[src/rtl/ptpw_pkg.sv]
package ptpw_pkg;

  localparam int PER_DW = 32;
  localparam int ADDR_W = 2;

  localparam logic [ADDR_W-1:0] ADDR_HIGH = 2'd0;
  localparam logic [ADDR_W-1:0] ADDR_LOW  = 2'd1;
  localparam logic [ADDR_W-1:0] ADDR_CFG  = 2'd2;

  localparam logic [1:0] ACT_NONE  = 2'd0;
  localparam logic [1:0] ACT_CLOCK = 2'd1;

  localparam int CFG_SYNC_BIT = 2;
  localparam int CFG_DIS_BIT  = 3;

  typedef enum logic [1:0] {
    MODE_IDLE = 2'd0,
    MODE_FREE = 2'd1,
    MODE_SYNC = 2'd2
  } wave_mode_e;

  typedef struct packed {
    wave_mode_e         mode;
    logic [PER_DW-1:0]  high;
    logic [PER_DW-1:0]  low;
  } wave_cfg_t;

endpackage

[src/rtl/ptpw_tod.sv]
module ptpw_tod #(
  parameter int NS_STEP  = 8,
  parameter int SEC_NS   = 1000000000,
  parameter int TOD_NS_W = 30,
  parameter int SEC_W    = 48
) (
  input  logic                clk,
  input  logic                rst,
  output logic [TOD_NS_W-1:0] ns_q,
  output logic [SEC_W-1:0]    sec_q,
  output logic [TOD_NS_W-1:0] ns_nxt,
  output logic                wrap
);

  localparam logic [TOD_NS_W:0] STEP_L = (TOD_NS_W+1)'(NS_STEP);
  localparam logic [TOD_NS_W:0] SEC_L  = (TOD_NS_W+1)'(SEC_NS);

  logic [TOD_NS_W:0] sum;
  logic [TOD_NS_W:0] folded;

  always_comb begin
    sum    = {1'b0, ns_q} + STEP_L;
    wrap   = (sum >= SEC_L);
    folded = wrap ? (sum - SEC_L) : sum;
    ns_nxt = folded[TOD_NS_W-1:0];
  end

  always_ff @(posedge clk) begin
    if (rst) begin
      ns_q  <= '0;
      sec_q <= '0;
    end else begin
      ns_q <= ns_nxt;
      if (wrap) sec_q <= sec_q + SEC_W'(1);
    end
  end


  ns_range_chk: assert property (@(posedge clk) disable iff (rst)
    {1'b0, ns_q} < SEC_L);


  sec_step_chk: assert property (@(posedge clk) disable iff (rst)
    wrap |=> (sec_q == $past(sec_q) + SEC_W'(1)));

endmodule

[src/rtl/ptpw_cfg.sv]
module ptpw_cfg
  import ptpw_pkg::*;
#(
  parameter int SEC_NS    = 1000000000,
  parameter int MIN_PER   = 6,
  parameter int MAX_PER   = 32'h3FFFFFFF,
  parameter int DEF_WIDTH = 1000
) (
  input  logic              clk,
  input  logic              rst,
  input  logic              wr_en,
  input  logic [ADDR_W-1:0] wr_addr,
  input  logic [PER_DW-1:0] wr_data,
  output logic              commit_q,
  output wave_cfg_t         cmd_q,
  output logic              stop_q,
  output logic              err_q
);

  localparam logic [PER_DW-1:0] MIN_L = PER_DW'(MIN_PER);
  localparam logic [PER_DW-1:0] MAX_L = PER_DW'(MAX_PER);
  localparam logic [PER_DW-1:0] SEC_L = PER_DW'(SEC_NS);
  localparam logic [PER_DW-1:0] DEF_L = PER_DW'(DEF_WIDTH);

  logic [PER_DW-1:0] hi_q, lo_q;
  logic cfg_wr, sync_sel, want_stop, want_run, run_ok, reject;
  logic [1:0] act;

  function automatic logic free_ok(input logic [PER_DW-1:0] v);
    return (v > MIN_L) && (v <= MAX_L);
  endfunction

  always_comb begin
    cfg_wr    = wr_en && (wr_addr == ADDR_CFG);
    act       = wr_data[1:0];
    sync_sel  = wr_data[CFG_SYNC_BIT];
    want_stop = cfg_wr && (wr_data[CFG_DIS_BIT] || (act == ACT_NONE));
    want_run  = cfg_wr && !wr_data[CFG_DIS_BIT] && (act == ACT_CLOCK);
    run_ok    = sync_sel ? ((lo_q < SEC_L) && (hi_q != '0))
                         : (free_ok(hi_q) && free_ok(lo_q));
    reject    = cfg_wr && !want_stop && !(want_run && run_ok);
  end

  always_ff @(posedge clk) begin
    if (rst) begin
      hi_q     <= DEF_L;
      lo_q     <= '0;
      commit_q <= 1'b0;
      stop_q   <= 1'b0;
      err_q    <= 1'b0;
      cmd_q    <= '{mode: MODE_IDLE, high: '0, low: '0};
    end else begin
      commit_q <= want_run && run_ok;
      stop_q   <= want_stop;
      if (reject) err_q <= 1'b1;
      if (want_run && run_ok) begin
        cmd_q.mode <= sync_sel ? MODE_SYNC : MODE_FREE;
        cmd_q.high <= hi_q;
        cmd_q.low  <= lo_q;
      end
      if (wr_en && (wr_addr == ADDR_HIGH)) hi_q <= wr_data;
      if (wr_en && (wr_addr == ADDR_LOW))  lo_q <= wr_data;
    end
  end


  err_sticky_chk: assert property (@(posedge clk) disable iff (rst)
    err_q |=> err_q);


  free_range_chk: assert property (@(posedge clk) disable iff (rst)
    (commit_q && (cmd_q.mode == MODE_FREE)) |->
      ((cmd_q.high > MIN_L) && (cmd_q.low <= MAX_L) && (cmd_q.low > MIN_L)));


  sync_range_chk: assert property (@(posedge clk) disable iff (rst)
    (commit_q && (cmd_q.mode == MODE_SYNC)) |-> (cmd_q.low < SEC_L));

endmodule

[src/rtl/ptpw_engine.sv]
module ptpw_engine
  import ptpw_pkg::*;
#(
  parameter int NS_STEP  = 8,
  parameter int TOD_NS_W = 30
) (
  input  logic                clk,
  input  logic                rst,
  input  logic                commit,
  input  wave_cfg_t           cmd,
  input  logic                stop,
  input  logic [TOD_NS_W-1:0] tod_ns_nxt,
  input  logic                tod_wrap,
  output logic                pin_q
);

  localparam logic [PER_DW:0] STEP_L = (PER_DW+1)'(NS_STEP);
  localparam int PAD_W = PER_DW + 1 - TOD_NS_W;

  wave_cfg_t act_q, act_n, pend_q, pend_n;
  logic pend_vld_q, pend_vld_n;
  logic ph_low_q, ph_low_n;
  logic [PER_DW-1:0] el_q, el_n;
  logic [PER_DW:0] el_sum, el_rem;
  logic pin_n, end_low, apply;

  function automatic logic in_win(input logic [TOD_NS_W-1:0] ns,
                                  input logic [PER_DW-1:0] start,
                                  input logic [PER_DW-1:0] width);
    logic [PER_DW:0] ns_w;
    logic [PER_DW:0] diff;
    ns_w = {{PAD_W{1'b0}}, ns};
    diff = ns_w - {1'b0, start};
    return (ns_w >= {1'b0, start}) && (diff < {1'b0, width});
  endfunction

  always_comb begin
    act_n      = act_q;
    pend_n     = pend_q;
    pend_vld_n = pend_vld_q;
    ph_low_n   = ph_low_q;
    el_n       = el_q;
    pin_n      = 1'b0;
    el_rem     = '0;
    el_sum     = {1'b0, el_q} + STEP_L;
    end_low    = (act_q.mode == MODE_FREE) && ph_low_q &&
                 (el_sum >= {1'b0, act_q.low});
    if (pend_q.mode == MODE_SYNC)
      apply = pend_vld_q && tod_wrap;
    else
      apply = pend_vld_q && ((act_q.mode == MODE_IDLE) ||
                             ((act_q.mode == MODE_SYNC) && tod_wrap) ||
                             end_low);
    if (apply) begin
      act_n      = pend_q;
      pend_vld_n = 1'b0;
      if (pend_q.mode == MODE_FREE) begin
        ph_low_n = 1'b0;
        el_n     = '0;
        pin_n    = 1'b1;
      end else begin
        pin_n = in_win(tod_ns_nxt, pend_q.low, pend_q.high);
      end
    end else begin
      case (act_q.mode)
        MODE_FREE: begin
          if (!ph_low_q) begin
            if (el_sum >= {1'b0, act_q.high}) begin
              el_rem   = el_sum - {1'b0, act_q.high};
              ph_low_n = 1'b1;
              el_n     = el_rem[PER_DW-1:0];
              pin_n    = 1'b0;
            end else begin
              el_n  = el_sum[PER_DW-1:0];
              pin_n = 1'b1;
            end
          end else begin
            if (end_low) begin
              el_rem   = el_sum - {1'b0, act_q.low};
              ph_low_n = 1'b0;
              el_n     = el_rem[PER_DW-1:0];
              pin_n    = 1'b1;
            end else begin
              el_n  = el_sum[PER_DW-1:0];
              pin_n = 1'b0;
            end
          end
        end
        MODE_SYNC: pin_n = in_win(tod_ns_nxt, act_q.low, act_q.high);
        default:   pin_n = 1'b0;
      endcase
    end
    if (commit) begin
      pend_n     = cmd;
      pend_vld_n = 1'b1;
    end
    if (stop) begin
      act_n.mode = MODE_IDLE;
      pend_vld_n = 1'b0;
      pin_n      = 1'b0;
    end
  end

  always_ff @(posedge clk) begin
    if (rst) begin
      act_q      <= '{mode: MODE_IDLE, high: '0, low: '0};
      pend_q     <= '{mode: MODE_IDLE, high: '0, low: '0};
      pend_vld_q <= 1'b0;
      ph_low_q   <= 1'b0;
      el_q       <= '0;
      pin_q      <= 1'b0;
    end else begin
      act_q      <= act_n;
      pend_q     <= pend_n;
      pend_vld_q <= pend_vld_n;
      ph_low_q   <= ph_low_n;
      el_q       <= el_n;
      pin_q      <= pin_n;
    end
  end


  idle_pin_low_chk: assert property (@(posedge clk) disable iff (rst)
    (act_q.mode == MODE_IDLE) |-> !pin_q);


  stop_low_chk: assert property (@(posedge clk) disable iff (rst)
    stop |=> !pin_q);


  sync_hold_chk: assert property (@(posedge clk) disable iff (rst)
    (pend_vld_q && (pend_q.mode == MODE_SYNC) && !tod_wrap && !stop) |=> pend_vld_q);

endmodule

[src/rtl/ptp_pin_wavegen.sv]
module ptp_pin_wavegen
  import ptpw_pkg::*;
#(
  parameter int NS_STEP   = 8,
  parameter int SEC_NS    = 1000000000,
  parameter int TOD_NS_W  = 30,
  parameter int SEC_W     = 48,
  parameter int MIN_PER   = 6,
  parameter int MAX_PER   = 32'h3FFFFFFF,
  parameter int DEF_WIDTH = 1000
) (
  input  logic                clk,
  input  logic                rst,
  input  logic                wr_en,
  input  logic [1:0]          wr_addr,
  input  logic [31:0]         wr_data,
  output logic                pin_out,
  output logic                cfg_err,
  output logic [SEC_W-1:0]    tod_sec,
  output logic [TOD_NS_W-1:0] tod_ns
);

  logic [TOD_NS_W-1:0] ns_nxt;
  logic wrap, commit, stop;
  wave_cfg_t cmd;

  ptpw_tod #(
    .NS_STEP(NS_STEP), .SEC_NS(SEC_NS), .TOD_NS_W(TOD_NS_W), .SEC_W(SEC_W)
  ) u_tod (
    .clk(clk), .rst(rst), .ns_q(tod_ns), .sec_q(tod_sec),
    .ns_nxt(ns_nxt), .wrap(wrap)
  );

  ptpw_cfg #(
    .SEC_NS(SEC_NS), .MIN_PER(MIN_PER), .MAX_PER(MAX_PER), .DEF_WIDTH(DEF_WIDTH)
  ) u_cfg (
    .clk(clk), .rst(rst), .wr_en(wr_en), .wr_addr(wr_addr), .wr_data(wr_data),
    .commit_q(commit), .cmd_q(cmd), .stop_q(stop), .err_q(cfg_err)
  );

  ptpw_engine #(
    .NS_STEP(NS_STEP), .TOD_NS_W(TOD_NS_W)
  ) u_eng (
    .clk(clk), .rst(rst), .commit(commit), .cmd(cmd), .stop(stop),
    .tod_ns_nxt(ns_nxt), .tod_wrap(wrap), .pin_q(pin_out)
  );

endmodule

[config.mk]
export PLATFORM = sky130hd
export DESIGN_NAME = ptp_pin_wavegen
export DESIGN_NICKNAME = d
export VERILOG_FILES = /design/src/rtl/ptpw_pkg.sv /design/src/rtl/ptpw_tod.sv /design/src/rtl/ptpw_cfg.sv /design/src/rtl/ptpw_engine.sv /design/src/rtl/ptp_pin_wavegen.sv
export SDC_FILE = /design/constraint.sdc
export NUM_CORES = 1
export LEC_CHECK = 0
export ABC_AREA = 1
export BUFFER_PORTS_ARGS = -buffer_cell sky130_fd_sc_hd__buf_2
export CAP_MARGIN = 20
export CORE_MARGIN = 2
export CORE_UTILIZATION = 57
export DETAILED_ROUTE_END_ITERATION = 8
export HOLD_SLACK_MARGIN = 0.12
export PLACE_DENSITY = 0.78
export SLEW_MARGIN = 40
export SYNTH_ARGS = -nofsm -noshare
export SYNTH_HDL_FRONTEND = slang
export SYNTH_SLANG_ARGS = --single-unit
[constraint.sdc]
create_clock -name clk -period 5.35 [get_ports clk]
set_input_delay 1.07 -clock clk [delete_from_list [all_inputs] [get_ports clk]]
set_output_delay 1.07 -clock clk [all_outputs]
set_load 0.01 [all_outputs]
=== Yosys cells after proc, flatten, opt, wreduce, memory -nomap -nowiden ===
Index checks and enable logic that the tools add are counted.

* Muxes and demuxes: 24
* Reduce and logical (&&, ||, !) cells: 34
* Add/subtract/negate cells: 8
* Equal/unequal tests: 8
* Order comparisons: 12

{| class="wikitable"
|+ Operator list
! kind !! number
|-
| $mux W32 || 6
|-
| $ge A33 B32 Y1 || 2
|-
| $lt A33 B32 Y1 || 2
|-
| $sub A30 B32 Y33 || 2
|-
| $ge A30 B32 Y1 || 2
|-
| $gt A32 B3 Y1 const B || 2
|-
| $le A32 B30 Y1 const B || 2
|-
| $sub A32 B32 Y32 || 2
|-
| $add A48 B1 Y48 const B || 1
|-
| $add A32 B4 Y33 const B || 1
|-
| $lt A32 B30 Y1 const B || 1
|-
| $reduce_bool A32 Y1 || 1
|-
| $add A30 B4 Y31 const B || 1
|-
| $ge A31 B30 Y1 const B || 1
|-
| $mux W30 || 1
|-
| $sub A30 B30 Y30 const B || 1
|-
| $logic_and A1 B1 Y1 || 20
|-
| $mux W1 || 15
|-
| $eq A2 B1 Y1 const B || 4
|-
| $eq A2 B2 Y1 const B || 3
|-
| $logic_not A2 Y1 || 3
|-
| $reduce_bool A2 Y1 || 2
|-
| $logic_not A1 Y1 || 3
|-
| $logic_or A1 B1 Y1 || 3
|-
| 5 further kinds || 5
|}

* Word-level logic and storage cells: 106
* Output and inout bits: 80
* Input bits: 37
* Register bits: 378

=== Depth between registers and ports, before layout ===
Gate-level depths: netlist of the first run.

* Word-level depth: 9
* Gate-level depth with buffers: 47
* Depth with buffers taken out: 46

=== Cells and area by module ===
From an unflattened synthesis of the first run, not the netlist that was laid out.

* Cell total of the unflattened synthesis: 4,239
* Area total of the unflattened synthesis: 27,187.3 um^2

{| class="wikitable"
|+ Modules (own cells, without submodules)
! module !! instances !! cells each !! area an instance (um^2) !! sequential area each (um^2)
|-
| ptpw_engine || 1 || 2,487 || 16,007.9 || 3,343.2
|-
| ptpw_tod || 1 || 953 || 5,791.8 || 1,501.4
|-
| ptpw_cfg || 1 || 799 || 5,387.7 || 2,662.6
|}

=== Worst setup path after synthesis of the first run ===
OpenSTA, ideal clock, no wires.

* Path kind: register -> register
* Start point: register u_tod.ns_q[3]
* End point: register u_eng.pin_q
* Arrival time: 5,291 ps
* Cell stages (with the launch flop): 42
* Buffers on the path: 2
* Setup time: 70 ps
* Clock period less this slack: 5,360 ps
* Slack: -10 ps
* Cells stage by stage: dfxtp_1 > inv_2 > nor2_8 > nand2_4 > xor2_1 > ha_1 > inv_1 > nand3_1 > nand3_2 > nand2_1 > nand2_1 > nand2_1 > nand3_2 > nand2_2 > nand3_4 > buf_6 > buf_4 > o21ai_0 > (+6 left out) > o21ai_0 > a21oi_1 > o21ai_0 > xor2_1 > ha_1 > nand2_1 > o21ai_0 > a41oi_1 > nand2_1 > nand2_1 > nand2_1 > nand2_1 > nand2_1 > nand2_1 > nand3_1 > nand2_1 > nand3_1 > a21oi_1

* Cells in the longest elaborated chain, start to end: 8

{| class="wikitable"
|+ Ends and longest elaborated chain
! what !! RTL line !! source
|-
| from (decl) || ptpw_tod.sv:9 || <nowiki>output logic [TOD_NS_W-1:0] ns_q,</nowiki>
|-
| from (signal assigned) || ptpw_tod.sv:33 || <nowiki>ns_q <= ns_nxt;</nowiki>
|-
| $add A30 B4 Y31 (*) || ptpw_tod.sv:22 || <nowiki>sum = {1'b0, ns_q} + STEP_L;</nowiki>
|-
| $sub A30 B30 Y30 or $ge A31 B30 Y1 (tied branches) || ptpw_tod.sv:24, ptpw_tod.sv:23 ||
|-
| $mux W30 (*) || ptpw_tod.sv:24 || <nowiki>folded = wrap ? (sum - SEC_L) : sum;</nowiki>
|-
| via ns_nxt[3] || ptp_pin_wavegen.sv:23 || <nowiki>logic [TOD_NS_W-1:0] ns_nxt;</nowiki>
|-
| $sub A30 B32 Y33 || ptpw_engine.sv:33 || <nowiki>diff = ns_w - {1'b0, start};</nowiki>
|-
| $lt A33 B32 Y1 || ptpw_engine.sv:34 || <nowiki>return (ns_w >= {1'b0, start}) && (diff < {1'b0, width});</nowiki>
|-
| $logic_and A1 B1 Y1 || ptpw_engine.sv:34 ||
|-
| $pmux W1 S2 or $mux W1 (tied branches) || ptpw_engine.sv:65, ptpw_engine.sv:57 ||
|-
| $mux W1 (*) || ptpw_engine.sv:54 || <nowiki>if (apply) begin</nowiki>
|-
| to (signal assigned) || ptpw_engine.sv:118 || <nowiki>pin_q <= pin_n;</nowiki>
|-
| to (decl) || ptpw_engine.sv:14 || <nowiki>output logic pin_q</nowiki>
|}

Mark *: on every way through the listed nets, which the timed path passes. The rest lies on a longest branch.
A chain may end at the register's enable or synchronous reset.

=== Worst setup path in the final report of the first run ===
Ends and elaborated chain as after synthesis.

==> results of run 1 <==
per-layer routing:
layer,global-route usage [%],vias to the layer above
li1,-,13200
met2,57.5,1115
met3,5.81,221
met4,17.9,0
met1,49.1,12500
met5,0,-
tightest hold or removal path, delay by kind of cell (launching register included):
family	cells	cell delay, ns
DFF	1	0.31
and+or+nand+nor	2	0.09
power groups by stage:
stage	registers [mW]	logic (mW)	clock network, mW
after floorplan	2.91	0.780	0
after global placement	2.92	1.13	0
after detailed placement	2.92	1.14	0
after CTS	2.86	1.17	2.89
after global routing	2.86	1.39	3.00
final	2.86	1.26	2.88
cell families (layout without fill, tap and decap cells):
family / Yosys count / count (layout) / share of synthesized area [%]
AND/OR/NAND/NOR: 1526 / 1526 / 26.2
AO/OA/AOI/OAI: 927 / 927 / 19.3
buffers and inverters: 604 / 902 / 9.55
flip-flops: 375 / 375 / 29.3
adder cells (fa/ha/maj): 192 / 192 / 9.43
XOR/XNOR: 181 / 181 / 6.21
other: 1 / 3 / 0.0146
stage by stage:
| step | cell area, um2 | util (%) | cells | TNS [ns] |
|---|---|---|---|---|
| after floorplan | 25600 | - | 3808 | 0 |
| after global placement | 27900 | 63.0 | 4601 | -0.183 |
| after detailed placement | 27900 | 63.0 | 4601 | -0.282 |
| after CTS | 29500 | 66.5 | 4680 | 0 |
| after global routing | 30200 | 68.3 | 4698 | -0.328 |
| final | 30200 | 68.3 | 4698 | 0 |
cell usage in the layout (no fill, tap or decap), drive strengths merged, types with 68 or more instances in the layout:
cell and n:
xor2 113, nor2 365, nand2 775, ha 190
o21ai 327, inv 478, xnor2 68, nand3 190
buf 351, a21oi 482, dfxtp 375, nand4 68
area by class of cell:
cell class,count,area [um2],share of cell area (%)
clock buffers,58,1180,3.90
clock inverters,16,183,0.604
inverters,477,1810,5.97
multi-input cells,2829,16400,54.2
flip-flops and latches,375,7540,24.9
well taps,592,741,2.45
repair buffers,351,2390,7.91
sequential cells by signal (all words and copies together) (netlist names), 27 cells and up:
name and count:
u_cfg.cmd_q 66, u_eng.act_q 66, u_eng.pend_q 66, u_tod.sec_q 48, u_cfg.hi_q 32, u_cfg.lo_q 32, u_eng.el_q 32, u_tod.ns_q 27
timing repair:
| item | in CTS | in global routing |
|---|---|---|
| resized for setup | 37 | 168 |
| buffers inserted | 5 | 18 |
| setup endpoints to repair | 1 | 50 |
| pin swaps | 9 | 81 |
worst paths after layout:
check | from | to | depth (start not counted)
max | u_tod.ns_q[3] | u_eng.pin_q | 38
min reg2reg | u_cfg.cmd_q[30] | u_cfg.cmd_q[30] | 2
min | u_cfg.cmd_q[30] | u_cfg.cmd_q[30] | 2
max reg2reg | u_tod.ns_q[3] | u_eng.pin_q | 38
==> results summary, run 1 <==
The least setup slack across all paths after layout is 0.00124 ns. The synthesis-to-finish area growth came out at 18.0%. The dominant cell type by area after synthesis is sky130_fd_sc_hd__dfxtp_1. For the pin with the worst max-slew slack, the measured transition is 0.789 ns.

The data required time at the worst endpoint is 5.89 ns. The worst setup path is launched from a register. Counting stages on the worst path, the most repeated cell is sky130_fd_sc_hd__nand2_2. The level count of the clock H-tree came out at 2. Setup repair after global routing could not meet its margin everywhere. The final HPWL from detailed placement came out at 70100 um. Registers are responsible for 40.9% of the overall power. The count of endpoints failing hold in the final timing report came out at 0. The number of antenna-violating nets in the routed design is 0.

The achievable frequency came out at 187 MHz. The highest metal layer carrying signal wires in the routed design is met4. The number of remaining DRC errors is 0.

The filler cell count came out at 3965. The total length of routed met3 wires is about 7200 um. The total leakage power is between 10 and 15 nW. The wire length on met2 came out at 39400 um. The initial antenna violation count is 0. The placeable core region is between 40000 and 50000 um2. In the synthesized netlist the dominant register cell turns out to be sky130_fd_sc_hd__dfxtp_1.

The sequential area share after synthesis is 29.3%. The share of cells above drive strength 1 came out at between 15 and 20%. For this design the ratio of total power to cell area is between 200 and 250 nW/um2. Max-cap violations in this run came to 0. The flow ran to the end, and the final reports show no timing, DRC or antenna violations. After synthesis, the cell types taking the most area are sky130_fd_sc_hd__dfxtp_1, sky130_fd_sc_hd__nand2_1, sky130_fd_sc_hd__a21oi_1, sky130_fd_sc_hd__ha_1, sky130_fd_sc_hd__inv_1.

The largest individual stage delay along the critical path comes from the cell sky130_fd_sc_hd__dfxtp_4. Global routing used ~37% of the available tracks across all layers. On the final layout, the worst clock skew is about 0.037 ns. For this run, the number of Yosys warnings is 0. The combinational group share of total power came out at between 15 and 20%. In the synthesized netlist, the cells that appear most often are sky130_fd_sc_hd__nand2_1, sky130_fd_sc_hd__a21oi_1, sky130_fd_sc_hd__inv_1.

The number of global-route vias before repair is between 20000 and 25000. The type of destination of the critical path is a register. After layout, the worst path uses between 90 and 100% of the clock period. After the first detailed-routing iteration, the DRC count stood at ~2600. The overall overflow remaining after global route is 0. Summed over all nets, the switching power comes to 2.04 mW. The global-route wire length before repair came out at 135000 um.

The worst setup path is of the reg2reg kind. For this configuration, the core starts out at a cell density of 57.8%. The die area came out at roughly 47000 um2. After the last flow step, the layout net total stands at 4305. The die height is around 220 um. Clock tree synthesis selected as its root buffer the cell sky130_fd_sc_hd__clkbuf_16. Of the total power, the clock network draws just over 40%. TritonCTS built the clock tree. The worst register-to-register path has a setup slack of ~0.0012 ns. The number of setup violations in the final report is 0.

The highest cell delay on the worst timing path came out at 0.37 ns. 0 antenna diodes ended up in the layout. The classification of the worst-slack hold path is reg2reg. The internal power component is 4.95 mW. The switching portion of total power is about 29%. The routed layout has 27000 vias.

Entering global routing, the biggest net connects 165 pins. The count of state elements after synthesis came out at roughly 380. The mean instance size in the synthesized netlist is slightly below 7 um2. The cell with the most instances after synthesis is sky130_fd_sc_hd__nand2_1. The via count normalized by instance count is 5.75. The row count came out at 77.

The maximum clock path buffer count is 3. The congestion estimate from routability-driven global placement came to around 1.0. The largest fanout on the critical path is 7. Broken down by cell family, the worst path's largest delay share belongs to simple AND/OR/NAND/NOR gates. Yosys mapped the design onto 61 distinct sky130hd cell types. The number of sinks handled by clock tree synthesis came out at 375. The final count of pins violating max slew was 0. Hold timing on the final database bottoms out at a slack of approximately 0.44 ns. The critical path contains buffers and inverters numbering 3 combined. The synthesized instance count came out at around 3800. The total design power came out at between 6 and 7 mW. Counting flops with a built-in enable in the synthesized netlist gives 0.

The port buffer count came out at roughly 110. VDD sags by at most 0.241 mV. At the worst endpoint, the arrival time is ~5.9 ns. For this design, the CTS-stage hold fixing added 0 buffers. The horizontal die dimension came out at roughly 220 um.

The clock buffer count from CTS is 42. The minimum setup slack after placement came out at -0.282 ns. The iteration count of the initial detailed-routing pass came out at 6. The mapped cell area is around 26000 um2. Summed over all layers, the routed wires come to between 80000 and 90000 um.

After clock tree synthesis, the clock-pin slew on the worst setup and hold paths is ~0.06 ns. The minimum clock period after layout is roughly 5.3 ns. The post-synthesis async set-or-reset flop share is 0%. The average detailed-routed wire length per instance came out at approximately 19 um. The headroom to the max-slew limit came out at between 40% and 50%. The proportion of netlist area held by the largest area contributor came out at 29.3%. The clock network latency to the later pin of the worst-skew pair is ~0.60 ns. The routed length on met1 is between 30000 and 40000 um. 117 I/O pins were placed.
Power figures use the tool's default switching activity.
==> run 2: changes to the inputs <==
--- a/config.mk
+++ b/config.mk
@@ -9,10 +9,10 @@
 export BUFFER_PORTS_ARGS = -buffer_cell sky130_fd_sc_hd__buf_2
 export CAP_MARGIN = 20
 export CORE_MARGIN = 2
-export CORE_UTILIZATION = 57
+export CORE_UTILIZATION = 63
 export DETAILED_ROUTE_END_ITERATION = 8
 export HOLD_SLACK_MARGIN = 0.12
-export PLACE_DENSITY = 0.78
+export PLACE_DENSITY = 0.81
 export SLEW_MARGIN = 40
 export SYNTH_ARGS = -nofsm -noshare
 export SYNTH_HDL_FRONTEND = slang
==> constraint.sdc (replaced) <==
create_clock -name clk -period 6.6 [get_ports clk]
set_input_delay 1.32 -clock clk [delete_from_list [all_inputs] [get_ports clk]]
set_output_delay 1.32 -clock clk [all_outputs]
set_load 0.01 [all_outputs]
==> run 2 against run 1 <==
Effect of this change: critical endpoint unchanged; worst hold slack worse by 0.0044 ns; combinational power is 29% lower; cell count is 5.8% lower; sequential share of layout area is 1.8 points higher; core utilization is 2.0 points higher; maximum frequency is 13% lower; highest routed layer unchanged.
==> results summary, run 2 (same netlist as run 1, synthesis figures left out) <==
The total design power came out at 5.88 mW. The post-route cell area came out at between 20000 and 30000 um2. The detailed router's first-iteration violation count came out at between 2000 and 3000. The switching portion of total power came out at between 20% and 30%.

The final-layout setup total negative slack came out at 0 ns. The placeable core region is 39900 um2. The post-CTS setup repair buffer count is 0.

The headroom to the max-slew limit is 37.8%. By instance count, the cell type seen most on the critical path is sky130_fd_sc_hd__nand2_1. The clock buffer count from CTS is 42. The reported net switching power is about 1.6 mW. In this run the worst hold path is classified as reg2reg. The total routing usage reported by global routing came out at about 40%. The die height came out at about 200 um.

The share of cells above drive strength 1 is between 7 and 8%. The minimum clock period after layout is a little over 6 ns. The iteration count of the initial detailed-routing pass came out at 6. The critical path in this run is classified as reg2reg. The largest net degree at the start of global routing came out at 163. The port buffer count came out at around 110. In the final layout, the registers with the most flip-flops are u_cfg.cmd_q x66, u_eng.act_q x66, u_eng.pend_q x66. The number of remaining DRC errors came out at 0. For this block, the via count after detailed routing is roughly 26000. The initial antenna violation count came out at 0. TritonCTS built the clock tree. The most crowded layer after global routing is met2. The data arrival time of the critical path came out at roughly 6.7 ns. STA classifies the critical path startpoint as a register. The worst setup path is captured at a register.

The total routed wirelength came out at around 86000 um. Clock-pin slew was measured on the worst setup and hold paths at about 0.07 ns. The highest cell delay on the worst timing path is around 0.44 ns. The area of combinational cells with multiple inputs came out at between 15000 and 20000 um2. The die covers roughly 42000 um2.

Global routing consumed, on the met1 layer, between 50% and 60% of the routing resources. The final hold slack is 0.437 ns. The number of global-route vias before repair is roughly 24000.

The internal power component is between 4 and 5 mW. The later pin in the worst-skew pair is clocked with a latency of between 0.5 and 0.6 ns. The maximum clock path buffer count is 3.

The clock network is responsible for 45.4% of the overall power. The flow ran to the end, and the final reports show no timing, DRC or antenna violations. The global-route wire length before repair is roughly 130000 um.

The cell area after placement came out at around 26000 um2. In the final routed layout, each cell accounts on average for a little under 20 um. For the pin with the worst max-slew slack, the measured transition is a little over 0.9 ns.

The data required time at the worst endpoint is between 7 and 8 ns. The horizontal die dimension came out at 206 um. The largest vdd supply drop is approximately 0.24 mV. The library cell used most frequently in the layout, excluding fill and tap cells, is sky130_fd_sc_hd__nand2_1. Of the total power, combinational logic draws 15.2%. In the layout the commonest cells are sky130_fd_sc_hd__nand2_1, sky130_fd_sc_hd__a21oi_1, sky130_fd_sc_hd__inv_1.

The final count of pins violating max slew was 0. Global routing used under 10% of the available met3 tracks. The portion of the clock cycle consumed by the worst path in the final layout is between 90% and 100%. The setup skew after layout is 0.0335 ns.

The achievable frequency is about 160 MHz. The share of total power in sequential cells came out at between 30 and 40%. The register area is between 7000 and 8000 um2. Setup repair after global routing left no endpoint under its margin.

The synthesis-to-finish area growth is 9.47%. The final RePlAce weighted congestion came out at about 1.1. The number of setup violations in the final report is 0.

The number of antenna-violating nets in the routed design is 0. The number of violations of the max-capacitance limit is 0. Along the worst path, the maximum fanout reaches 17. The critical path's slowest cell is sky130_fd_sc_hd__a2111oi_0. For this run, the post-layout net count is between 4000 and 5000. The via count normalized by instance count is approximately 6. The final HPWL from detailed placement is about 66000 um. The row count is 73. The filler cell count came out at 3551.

For this run, global-route usage on met2 was measured as approximately three fifths. The starting density of the core came out at 64.2%. The count of endpoints failing hold in the final timing report came out at 0. For this run the aggregate overflow at the end of global routing stands at 0. The total power density per cell area is between 200 and 250 nW/um2. The level count of the clock H-tree is 2. The total leakage power came out at 12.4 nW. The tree is rooted in a sky130_fd_sc_hd__clkbuf_16. The number of sinks handled by clock tree synthesis is around 380. The boundary pin count came out at between 100 and 150.
run 2: changes by cell type in the layout (fill, tap and decap cells not counted), sizes merged, moves of 2 or more:
cell / delta
buf: -210
bufinv: +7
clkbuf: -3
inv: -3
clkinvlp: +2
run 2: power groups by stage:
| stage | Combinational [mW] | Clock, mW | Sequential (mW) |
|---|---|---|---|
| final | 0.896 | 2.67 | 2.32 |
| after global routing | 0.994 | 2.77 | 2.32 |
| after CTS | 0.873 | 2.68 | 2.31 |
| after detailed placement | 0.865 | 0 | 2.36 |
| after global placement | 0.853 | 0 | 2.36 |
| after floorplan | 0.632 | 0 | 2.36 |
run 2: final timing paths:
path                         from              end  slack, ns  cells past startpoint
hold / removal    u_cfg.cmd_q[31]  u_cfg.cmd_q[31]       0.44                      2
setup / recovery    u_tod.ns_q[7]      u_eng.pin_q       0.45                     38
hold reg to reg   u_cfg.cmd_q[31]  u_cfg.cmd_q[31]       0.44                      2
setup reg to reg    u_tod.ns_q[7]      u_eng.pin_q       0.45                     38
run 2: cell type report:
| type | instances | area share [%] |
|---|---|---|
| Multi-Input combinational cell | 2829 | 56.0 |
| Sequential cell | 375 | 26.8 |
| Inverter | 477 | 6.41 |
| Clock buffer | 55 | 4.32 |
| Timing Repair Buffer | 141 | 2.80 |
| Tap cell | 525 | 2.34 |
| Clock inverter | 23 | 1.37 |
| Antenna cell | 1 | 0.00892 |
run 2: routing by layer:
layer | wire (um) | part of all wire (%) | up-vias
li1 | - | - | 12800
met1 | 37000 | 43 | 12100
met2 | 37000 | 43 | 1275
met3 | 7490 | 8.7 | 221
met4 | 4320 | 5.0 | 0
met5 | 0 | 0 | -
run 2: critical path, delay by kind of cell, from the launching register on:
kind,cells,cell delay (ns)
and+or+nand+nor,23,2.65
AOI/OAI and AO/OA,5,1.08
adders and majority gates,3,0.87
xor gates and xnor gates,3,0.55
buffers and inverters,4,0.50
DFF,1,0.43
run 2: timing repair:
action | CTS | global route
hold buffers | 0 | 0
setup endpoints to repair | 0 | 1
endpoints found under the hold margin | 0 | 0
gates resized for setup | 0 | 7
run 2: per-stage QoR:
stage	setup slack [ns]	utilization [%]	cells
floorplan	1.24	-	3808
global placement	0.574	66.2	4347
detailed placement	0.430	66.2	4347
CTS	0.365	70.2	4425
global route	0.00530	70.3	4425
finish	0.446	70.3	4426
